### src/rtl/bootld_pkg.sv
package bootld_pkg;

  typedef enum logic [3:0] {
    ST_IDLE,
    ST_POLL_SER,
    ST_POLL_CF,
    ST_SER_LOAD,
    ST_CF_TF,
    ST_CF_WAIT,
    ST_CF_READ,
    ST_FLUSH,
    ST_START,
    ST_DONE,
    ST_ERR
  } ld_state_e;

  localparam logic [2:0] REG_DATA   = 3'd0;
  localparam logic [2:0] REG_STATUS = 3'd7;
  localparam int         STAT_BUSY  = 7;
  localparam int         STAT_DREQ  = 3;
  localparam int         TF_STEPS   = 6;

  function automatic logic [2:0] tf_reg(input logic [2:0] step);
    case (step)
      3'd0:    tf_reg = 3'd2;
      3'd1:    tf_reg = 3'd3;
      3'd2:    tf_reg = 3'd4;
      3'd3:    tf_reg = 3'd5;
      3'd4:    tf_reg = 3'd6;
      default: tf_reg = 3'd7;
    endcase
  endfunction

  function automatic logic [7:0] tf_val(input logic [2:0] step);
    case (step)
      3'd0:    tf_val = 8'h01;
      3'd4:    tf_val = 8'hE0;
      3'd5:    tf_val = 8'h20;
      default: tf_val = 8'h00;
    endcase
  endfunction

endpackage

### src/rtl/bootld_rst_sync.sv
module bootld_rst_sync #(
  parameter int STAGES = 2
) (
  input  logic clk,
  input  logic rst_n_in,
  output logic rst_n_out
);

  logic [STAGES-1:0] sync_q;

  always_ff @(posedge clk or negedge rst_n_in) begin
    if (!rst_n_in) sync_q <= '0;
    else           sync_q <= {sync_q[STAGES-2:0], 1'b1};
  end

  assign rst_n_out = sync_q[STAGES-1];

endmodule

### src/rtl/bootld_cnt.sv
module bootld_cnt #(
  parameter int W = 9
) (
  input  logic         clk,
  input  logic         rst_n,
  input  logic         clr,
  input  logic         inc,
  input  logic [W-1:0] last_val,
  output logic [W-1:0] cnt,
  output logic         at_last
);

  logic [W-1:0] cnt_q;
  logic [W-1:0] cnt_d;
  logic         cnt_en;

  always_comb begin
    cnt_en = clr | inc;
    cnt_d  = clr ? '0 : cnt_q + 1'b1;
  end

  always_ff @(posedge clk or negedge rst_n) begin
    if (!rst_n)      cnt_q <= '0;
    else if (cnt_en) cnt_q <= cnt_d;
  end

  assign cnt     = cnt_q;
  assign at_last = (cnt_q == last_val);

endmodule

### src/rtl/bootld_wdog.sv
module bootld_wdog #(
  parameter int LIMIT = 1000
) (
  input  logic clk,
  input  logic rst_n,
  input  logic run,
  output logic expired
);

  localparam int W = (LIMIT < 2) ? 1 : $clog2(LIMIT);

  logic [W-1:0] tick_q;

  always_ff @(posedge clk or negedge rst_n) begin
    if (!rst_n)   tick_q <= '0;
    else if (run) tick_q <= tick_q + 1'b1;
    else          tick_q <= '0;
  end

  assign expired = run && (tick_q == W'(LIMIT - 1));

endmodule

### src/rtl/boot_loader.sv
module boot_loader #(
  parameter int          ADDR_W       = 16,
  parameter logic [15:0] LOAD_BASE    = 16'hB000,
  parameter int          SER_BYTES    = 256,
  parameter int          SECTOR_BYTES = 512,
  parameter int          TIMEOUT_CYC  = 1000000,
  parameter int          RST_STAGES   = 2
) (
  input  logic              clk,
  input  logic              rst_n,
  input  logic              ser_valid,
  input  logic [7:0]        ser_data,
  output logic              ser_ready,
  output logic [2:0]        cf_reg_sel,
  output logic              cf_rd_stb,
  output logic              cf_wr_stb,
  output logic [7:0]        cf_wdata,
  input  logic [7:0]        cf_rdata,
  output logic              ram_own,
  output logic              ram_we,
  output logic [ADDR_W-1:0] ram_addr,
  output logic [7:0]        ram_wdata,
  output logic              start_req,
  output logic [ADDR_W-1:0] start_addr,
  output logic              done,
  output logic              err
);

  import bootld_pkg::*;

  localparam int MAX_BYTES = (SER_BYTES > SECTOR_BYTES) ? SER_BYTES : SECTOR_BYTES;
  localparam int CNT_RAW   = $clog2(MAX_BYTES);
  localparam int CNT_W     = (CNT_RAW < 3) ? 3 : CNT_RAW;

  logic             rst_i_n;
  ld_state_e        state_q, state_d;
  logic [CNT_W-1:0] cnt, last_val;
  logic             cnt_last, cnt_inc, cnt_clr;
  logic             wd_run, wd_expired;
  logic             wr_set;
  logic [7:0]       wr_byte;
  logic [ADDR_W-1:0] wr_addr;
  logic             we_q;
  logic [ADDR_W-1:0] addr_q;
  logic [7:0]       data_q;

  bootld_rst_sync #(.STAGES(RST_STAGES)) u_rst (
    .clk       (clk),
    .rst_n_in  (rst_n),
    .rst_n_out (rst_i_n)
  );

  bootld_cnt #(.W(CNT_W)) u_cnt (
    .clk      (clk),
    .rst_n    (rst_i_n),
    .clr      (cnt_clr),
    .inc      (cnt_inc),
    .last_val (last_val),
    .cnt      (cnt),
    .at_last  (cnt_last)
  );

  bootld_wdog #(.LIMIT(TIMEOUT_CYC)) u_wdog (
    .clk     (clk),
    .rst_n   (rst_i_n),
    .run     (wd_run),
    .expired (wd_expired)
  );

  always_comb begin
    case (state_q)
      ST_SER_LOAD: last_val = CNT_W'(SER_BYTES - 1);
      ST_CF_TF:    last_val = CNT_W'(TF_STEPS - 1);
      default:     last_val = CNT_W'(SECTOR_BYTES - 1);
    endcase
  end

  // next-state and output decode
  always_comb begin
    state_d    = state_q;
    ser_ready  = 1'b0;
    cf_rd_stb  = 1'b0;
    cf_wr_stb  = 1'b0;
    cf_reg_sel = REG_STATUS;
    cf_wdata   = 8'h00;
    cnt_inc    = 1'b0;
    wr_set     = 1'b0;
    wr_byte    = ser_data;
    case (state_q)
      ST_IDLE: state_d = ST_POLL_SER;
      ST_POLL_SER: begin
        ser_ready = 1'b1;
        state_d   = ser_valid ? ST_SER_LOAD : ST_POLL_CF;
      end
      ST_POLL_CF: begin
        cf_rd_stb = 1'b1;
        state_d   = cf_rdata[STAT_BUSY] ? ST_POLL_SER : ST_CF_TF;
      end
      ST_SER_LOAD: begin
        ser_ready = 1'b1;
        if (ser_valid) begin
          cnt_inc = 1'b1;
          wr_set  = 1'b1;
          if (cnt_last) state_d = ST_FLUSH;
        end
      end
      ST_CF_TF: begin
        cf_wr_stb  = 1'b1;
        cf_reg_sel = tf_reg(cnt[2:0]);
        cf_wdata   = tf_val(cnt[2:0]);
        cnt_inc    = 1'b1;
        if (cnt_last) state_d = ST_CF_WAIT;
      end
      ST_CF_WAIT: begin
        cf_rd_stb = 1'b1;
        if (!cf_rdata[STAT_BUSY] && cf_rdata[STAT_DREQ]) state_d = ST_CF_READ;
        else if (wd_expired)                             state_d = ST_ERR;
      end
      ST_CF_READ: begin
        cf_rd_stb  = 1'b1;
        cf_reg_sel = REG_DATA;
        cnt_inc    = 1'b1;
        wr_set     = 1'b1;
        wr_byte    = cf_rdata;
        if (cnt_last) state_d = ST_FLUSH;
      end
      ST_FLUSH: state_d = ST_START;
      ST_START: state_d = ST_DONE;
      ST_DONE:  state_d = ST_DONE;
      ST_ERR:   state_d = ST_ERR;
      default:  state_d = ST_IDLE;
    endcase
  end

  assign cnt_clr = (state_d != state_q);
  assign wd_run  = (state_q == ST_CF_WAIT);
  assign wr_addr = ADDR_W'(LOAD_BASE) + ADDR_W'(cnt);

  always_ff @(posedge clk or negedge rst_i_n) begin
    if (!rst_i_n) state_q <= ST_IDLE;
    else          state_q <= state_d;
  end

  // one-cycle write pipeline
  always_ff @(posedge clk or negedge rst_i_n) begin
    if (!rst_i_n) begin
      we_q   <= 1'b0;
      addr_q <= '0;
      data_q <= '0;
    end else begin
      we_q <= wr_set;
      if (wr_set) begin
        addr_q <= wr_addr;
        data_q <= wr_byte;
      end
    end
  end

  assign ram_we     = we_q;
  assign ram_addr   = addr_q;
  assign ram_wdata  = data_q;
  assign ram_own    = (state_q == ST_SER_LOAD) || (state_q == ST_CF_TF) ||
                      (state_q == ST_CF_WAIT)  || (state_q == ST_CF_READ) ||
                      (state_q == ST_FLUSH);
  assign start_req  = (state_q == ST_START);
  assign done       = (state_q == ST_START) || (state_q == ST_DONE);
  assign err        = (state_q == ST_ERR);
  assign start_addr = ADDR_W'(LOAD_BASE);

endmodule

### config.mk
export PLATFORM = sky130hd
export DESIGN_NAME = boot_loader
export DESIGN_NICKNAME = d
export VERILOG_FILES = /design/src/rtl/bootld_pkg.sv /design/src/rtl/bootld_rst_sync.sv /design/src/rtl/bootld_cnt.sv /design/src/rtl/bootld_wdog.sv /design/src/rtl/boot_loader.sv
export SDC_FILE = /design/constraint.sdc
export NUM_CORES = 1
export LEC_CHECK = 0
export BUFFER_PORTS_ARGS = -buffer_cell sky130_fd_sc_hd__buf_4
export CORE_ASPECT_RATIO = 1.25
export CORE_UTILIZATION = 50
export DETAILED_ROUTE_END_ITERATION = 8
export PLACE_DENSITY = 0.82
export SLEW_MARGIN = 5
export SYNTH_ARGS = -nofsm -noshare
export SYNTH_HDL_FRONTEND = slang
export SYNTH_HIERARCHICAL = 1
export SYNTH_SLANG_ARGS = --single-unit
### constraint.sdc
create_clock -name clk -period 2.15 [get_ports clk]
set_input_delay 0 -clock clk [delete_from_list [all_inputs] [get_ports clk]]
set_output_delay 0 -clock clk [all_outputs]
set_load 0.05 [all_outputs]
# Word level (Yosys, flattened, before mapping)
# Index checks and enable logic that the tools add are counted.
# classes
n_addsub	3
eq_ne	18
n_mux	22
n_bitwise	1
reduce_logical	14
# op_table
cell	n
$pmux 4 s10	1
$pmux 8 s3	1
$add 20x1->20 const B	1
$eq 20x20->1 const B	1
$mux 20	1
$mux 4	5
$pmux 9 s2	1
$add 16x9->16 const A	1
$eq 4x3->1 const B	4
$mux 8	2
$pmux 3 s5	1
$eq 4x4->1 const B	3
$add 9x1->9 const B	1
$eq 9x9->1	1
$mux 9	1
$eq 4x2->1 const B	2
$eq 3x2->1 const B	2
$eq 3x3->1 const B	2
$pmux 3 s2	1
$reduce_or 2->1	3
$logic_or 1x1->1	5
$mux 1	5
$eq 4x1->1 const B	1
$logic_not 4->1	1
other kinds (9)	11
# totals
ff_bits	60
in_bits	19
out_inout_bits	59
elab_cells	65

# Longest topological paths before layout
# depth
word_depth	8
ltp_mapped	14
mapped_depth_nobuf	12

# Hierarchy
# The synthesis kept the hierarchy.
# by_module_without_submodules
mod	n_inst	cells_per_inst	area_each_um2	seq_area_each_um2
boot_loader	1	163	1556.5	575.6
bootld_wdog	1	104	1003.5	500.5
bootld_cnt	1	55	543.0	225.2
bootld_rst_sync	1	3	53.8	50.0

# Least setup slack after synthesis
# Ideal clock, no wire load.
# synth_path
path_kind	reg-to-output
start	register state_q[3]
end	output port cf_wdata[7]
arrival_time_ns	3.464
required_time_ns	2.150
path_slack_ns	-1.314
stages_incl_launch_ff	7
path_buffers	2
cell_sequence	dfrtp_1 -> buf_2 -> nor3b_2 -> nand2b_1 -> nor3b_1 -> nor2b_1 -> buf_4
# synth_via
elab_chain_cells	2
# synth_lines
item	line_no	rtl
start, declared	boot_loader.sv:36	ld_state_e state_q, state_d;
start signal, assigned	boot_loader.sv:141	else state_q <= state_d;
$eq 4x3->1	boot_loader.sv:89	case (state_q)
$mux 8	boot_loader.sv:89	
end, declared	boot_loader.sv:17	output logic [7:0] cf_wdata,
# Every way passes these cells.

# Worst setup path in the final report
# layout_path
start	register state_q[3]
end	register u_cnt.cnt_q[7] (netlist: u_cnt/cnt[7])
# layout_via
elab_cells_between_ends	26
classes_between	eq/ne (12); mux (9); bitwise (1); reduce/logical (4)
# layout_lines
item	line_no	rtl
$eq 4x3->1 *	boot_loader.sv:136	assign wd_run = (state_q == ST_CF_WAIT);
named net wd_run	boot_loader.sv:39	logic wd_run, wd_expired;
$logic_and 1x1->1 *	bootld_wdog.sv:20	assign expired = run && (tick_q == W'(LIMIT - 1));
named net wd_expired	boot_loader.sv:39	
$mux 4 *	boot_loader.sv:117	else if (wd_expired) state_d = ST_ERR;
$mux 4 *	boot_loader.sv:116	if (!cf_rdata[STAT_BUSY] && cf_rdata[STAT_DREQ]) state_d = ST_CF_READ;
$pmux 4 s10 *	boot_loader.sv:89	
$ne 4x4->1 *	boot_loader.sv:135	assign cnt_clr = (state_d != state_q);
named net cnt_clr	boot_loader.sv:38	logic cnt_last, cnt_inc, cnt_clr;
$mux 9 or $or 1x1->1 (tied branches)	bootld_cnt.sv:19, bootld_cnt.sv:18	
end signal, assigned	bootld_cnt.sv:24	else if (cnt_en) cnt_q <= cnt_d;
end, declared	bootld_cnt.sv:13	logic [W-1:0] cnt_q;
# The timed path passes the listed nets; every way through them passes the cells marked *.
# A chain may end at the register's enable or synchronous reset.

==> impl_results.md <==
- Final period util: 148.2%
- EDFF count, synth: 0
- CP startpoint: state_q[3]$_DFF_PN0_
- Vias in the first global route: 2801
- CTS buffer count: 5
- Async set or reset register ratio after synthesis: 100.0%
- Synth area leaders: dfrtp_1 43%, buf_4 7.1%, xnor2_1 4.2%
- H-tree Lvls: 2
- Clock sinks: 54
- Distinct cells, synth: 57
- Clock root cell: clkbuf_8
- Ant. Diodes: 0
- Initial antenna violation count: 0
- Clk_lat worst skew: 0.32 ns
- Global-route met1 utilization: 27.08%
- Pwr Total: 0.004828 W
- Leak pwr: 2.093 nW
- Register area share after synthesis: 42.81%
- Initial Util: 51.53%
- Grt ovf: 0
- Syn_area_per_cell: 9.713 µm²
- Iteration-0 DRC count of the detailed router: 121
- Cell Area, Placed: 4039 µm²
- IO Port Bufs: 53
- GRT Util Overall: 24.12%
- Final Max Slew Viols: 0
- GRT busiest layer: met2
- Power Density: 1084 nW/µm²
- Crit Path Class: flop to flop
- Post-synth top cells: 54 x dfrtp_1, 30 x buf_4, 25 x nor2_1
- Hold Startpoint: ser_data[2]
- Finished layout cell area: 4453 µm²
- Primary FF master, synth: dfrtp_1
- Die height: 90.84 µm
- Crit path cell chain: and4bb_2 > inv_2 > nor4b_2 > nand2_1 > nor4_4 > buf_4 > nor4_4 > o31a_1 > o221ai_4 > o211ai_2 > or4_1 > a21oi_1
- Slew HR: 57.10%
- Routed via count: 2877
- Worst-margin pin slew: 0.6368 ns
- Clock power frac: 14.8%
- Critical path's slowest cell: dfrtp_1
- Grt met2 use: 43.52%
- Fill count: 420
- Drt wl/cell: 15.23 µm
- R2r startpoint: state_q[3]$_DFF_PN0_
- Max rail drop VDD: 0.9095 mV
- Most common cell in the netlist: dfrtp_1
- Cell Rows: 32
- Setup violators final: 13
- Syn. warnings: 6
- Synth area leader: dfrtp_1
- Status: finished with violations
- Worst hold margin: -0.005152 ns
- Worst-path fanout max: 4
- Area grow syn2layout: 41.06%
- I/O Pins: 78
- Combinational share of power: 58.9%
- RePlAce Congestion: 0.8406
- Detail Placement HPWL: 5306 µm
- Flop and latch count out of synthesis: 54
- Worst min path class: primary input to flop
- Core Region: 6126 µm²
- Worst Skew: 0.008656 ns
- Die area: 6637 µm²
- Die Width: 73.07 µm
- Worst setup EP type: flop
- Final ANT Viol Nets: 0
- Via/cell ratio: 5.328
- Sequential Power Share: 26.2%
- Critical path's largest stage delay: 0.44 ns
- Max-cap violations: 0
- First-pass GRT wire length: 12450 µm
- Drt pass-1 iters: 4
- RSZ-0062 raised after global routing: yes
- Arr. time, crit path: 3.44 ns
- Largest net degree at the start of global routing: 40
- Internal power: 0.002645 W
- Worst Setup Start Kind: flop
- Nets: 475
- Final worst slack: -1.037 ns
- Proportion of layout cells with a drive suffix above 1: 39.12%
- Sw frac: 45.22%
- NetSw: 0.002183 W
- Netlist Area Pre-Place: 3157 µm²
- Failing checks: hold timing, setup timing
- CTS Buffer Depth: 2
- DRC Markers: 0
- Final Hold Vio Count: 2
- Crit path top cell by count: nor4_4
- Final wirelength: 8223 µm
- Met3 usage: 4.464%
- Area share of the largest cell type after synthesis: 42.81%
- Clk pin slew, worst setup/hold paths: 0.10 ns
- Min Tclk post-route: 3.187 ns
- Fmax: 313.8 MHz
- CTS tree: done
- Synth Instances: 325
- Critical Path RT: 2.40 ns
cell families after synthesis:
group	after synthesis	share of synthesized area, %
AND/OR/NAND/NOR	120	21.84
AO/OA/AOI/OAI	57	11.14
flip-flops	54	42.81
buffers and inverters	48	9.631
XOR/XNOR	22	6.104
multiplexers	19	7.333
other	3	0.3567
adder cells (fa/ha/maj)	2	0.7926
timing repair:
action	CTS	global route
hold buffers	14	0
endpoints found under the setup margin	9	12
gates resized for setup	6	11
pin swaps	10	3
endpoints found under the hold margin	10	0
setup buffers	6	3
critical path: cells and delay by family, from the launching register on:
kind | cells | cell delay (ns)
flip-flops | 1 | 0.44
buffers and inverters | 2 | 0.26
AO/OA/AOI/OAI | 4 | 0.83
AND/OR/NAND/NOR | 6 | 1.59
registers in the layout, indices dropped and copies added (netlist names):
| register | cells |
|---|---|
| u_wdog/tick_q | 20 |
| ram_addr | 10 |
| u_cnt/cnt | 9 |
| ram_wdata | 8 |
| state_q | 4 |
| u_rst/sync_q | 2 |
| ram_we | 1 |
final timing paths:
check                           depth (start not counted)  slack (ns)                         end
worst max-delay path                                   12       -1.04    u_cnt/cnt[7]$_DFFE_PN0P_
worst min-delay path                                    3      -0.005    ram_wdata[2]$_DFFE_PN0P_
worst max register to register                         12       -1.04    u_cnt/cnt[7]$_DFFE_PN0P_
worst min register to register                          0        0.17    ram_wdata[7]$_DFFE_PN0P_
max in group asynchronous                               1        1.47  u_wdog/tick_q[8]$_DFF_PN0_
min in group asynchronous                               2        0.01   u_rst/sync_q[1]$_DFF_PN0_
through the flow:
| step | TNS, ns | setup WS, ns | cells | util (%) |
|---|---|---|---|---|
| finish | -8.585 | -1.037 | 540 | 72.69 |
| global route | -10.62 | -1.172 | 540 | 72.69 |
| CTS | -5.008 | -0.6682 | 537 | 71.53 |
| detailed placement | -4.975 | -0.7614 | 509 | 65.93 |
| global placement | -4.350 | -0.6670 | 509 | 65.93 |
| floorplan | -4.743 | -0.6893 | 349 | - |
metal layers:
layer / up-vias / part of all wire (%) / wire length, µm
li1: 1347 / - / -
met5: - / 0 / 0
met2: 100 / 55 / 4545
met3: 18 / 4.4 / 363
met1: 1412 / 38 / 3109
met4: 0 / 2.5 / 205
layout by cell type (no fill, tap or decap), types with 3 or more instances in the layout:
cell / netlist / layout
nand2b_1: 6 / 5
dlygate4sd3_1: 0 / 14
nand2_1: 21 / 21
nor2_1: 25 / 25
xor2_1: 7 / 7
o21ai_0: 22 / 20
mux2_4: 8 / 8
mux2i_1: 10 / 10
inv_2: 2 / 3
nor2b_1: 6 / 5
a21oi_1: 17 / 15
or4_1: 5 / 5
nand3_2: 1 / 3
or3_1: 7 / 7
buf_6: 1 / 3
o31ai_1: 5 / 5
or3_2: 3 / 3
conb_1: 3 / 27
nand4_1: 5 / 5
nand3_1: 11 / 9
nor3_1: 3 / 3
nor4_1: 8 / 4
dfrtp_1: 54 / 52
buf_4: 30 / 121
a21oi_2: 1 / 3
nor4_4: 0 / 4
clkbuf_8: 0 / 5
xnor2_1: 15 / 14
inv_1: 5 / 4
power groups by stage:
stage               Sequential [W]  Clock (W)  Combinational, W
floorplan                  0.00165          0           0.00142
global placement           0.00128          0           0.00251
detailed placement         0.00129          0           0.00255
CTS                        0.00126   0.000716           0.00273
global route               0.00128   0.000764           0.00300
finish                     0.00127   0.000716           0.00285
layout make-up:
cell class / instances / area [µm²] / area share [%]
Multi-Input combinational cell: 247 / 1748 / 39.25
Sequential cell: 54 / 1354 / 30.40
Timing Repair Buffer: 139 / 1102 / 24.75
Tap cell: 85 / 106.4 / 2.388
Clock buffer: 5 / 68.82 / 1.545
Clock inverter: 3 / 47.55 / 1.068
Inverter: 7 / 26.28 / 0.5901
(Power assumes the default switching activity.)
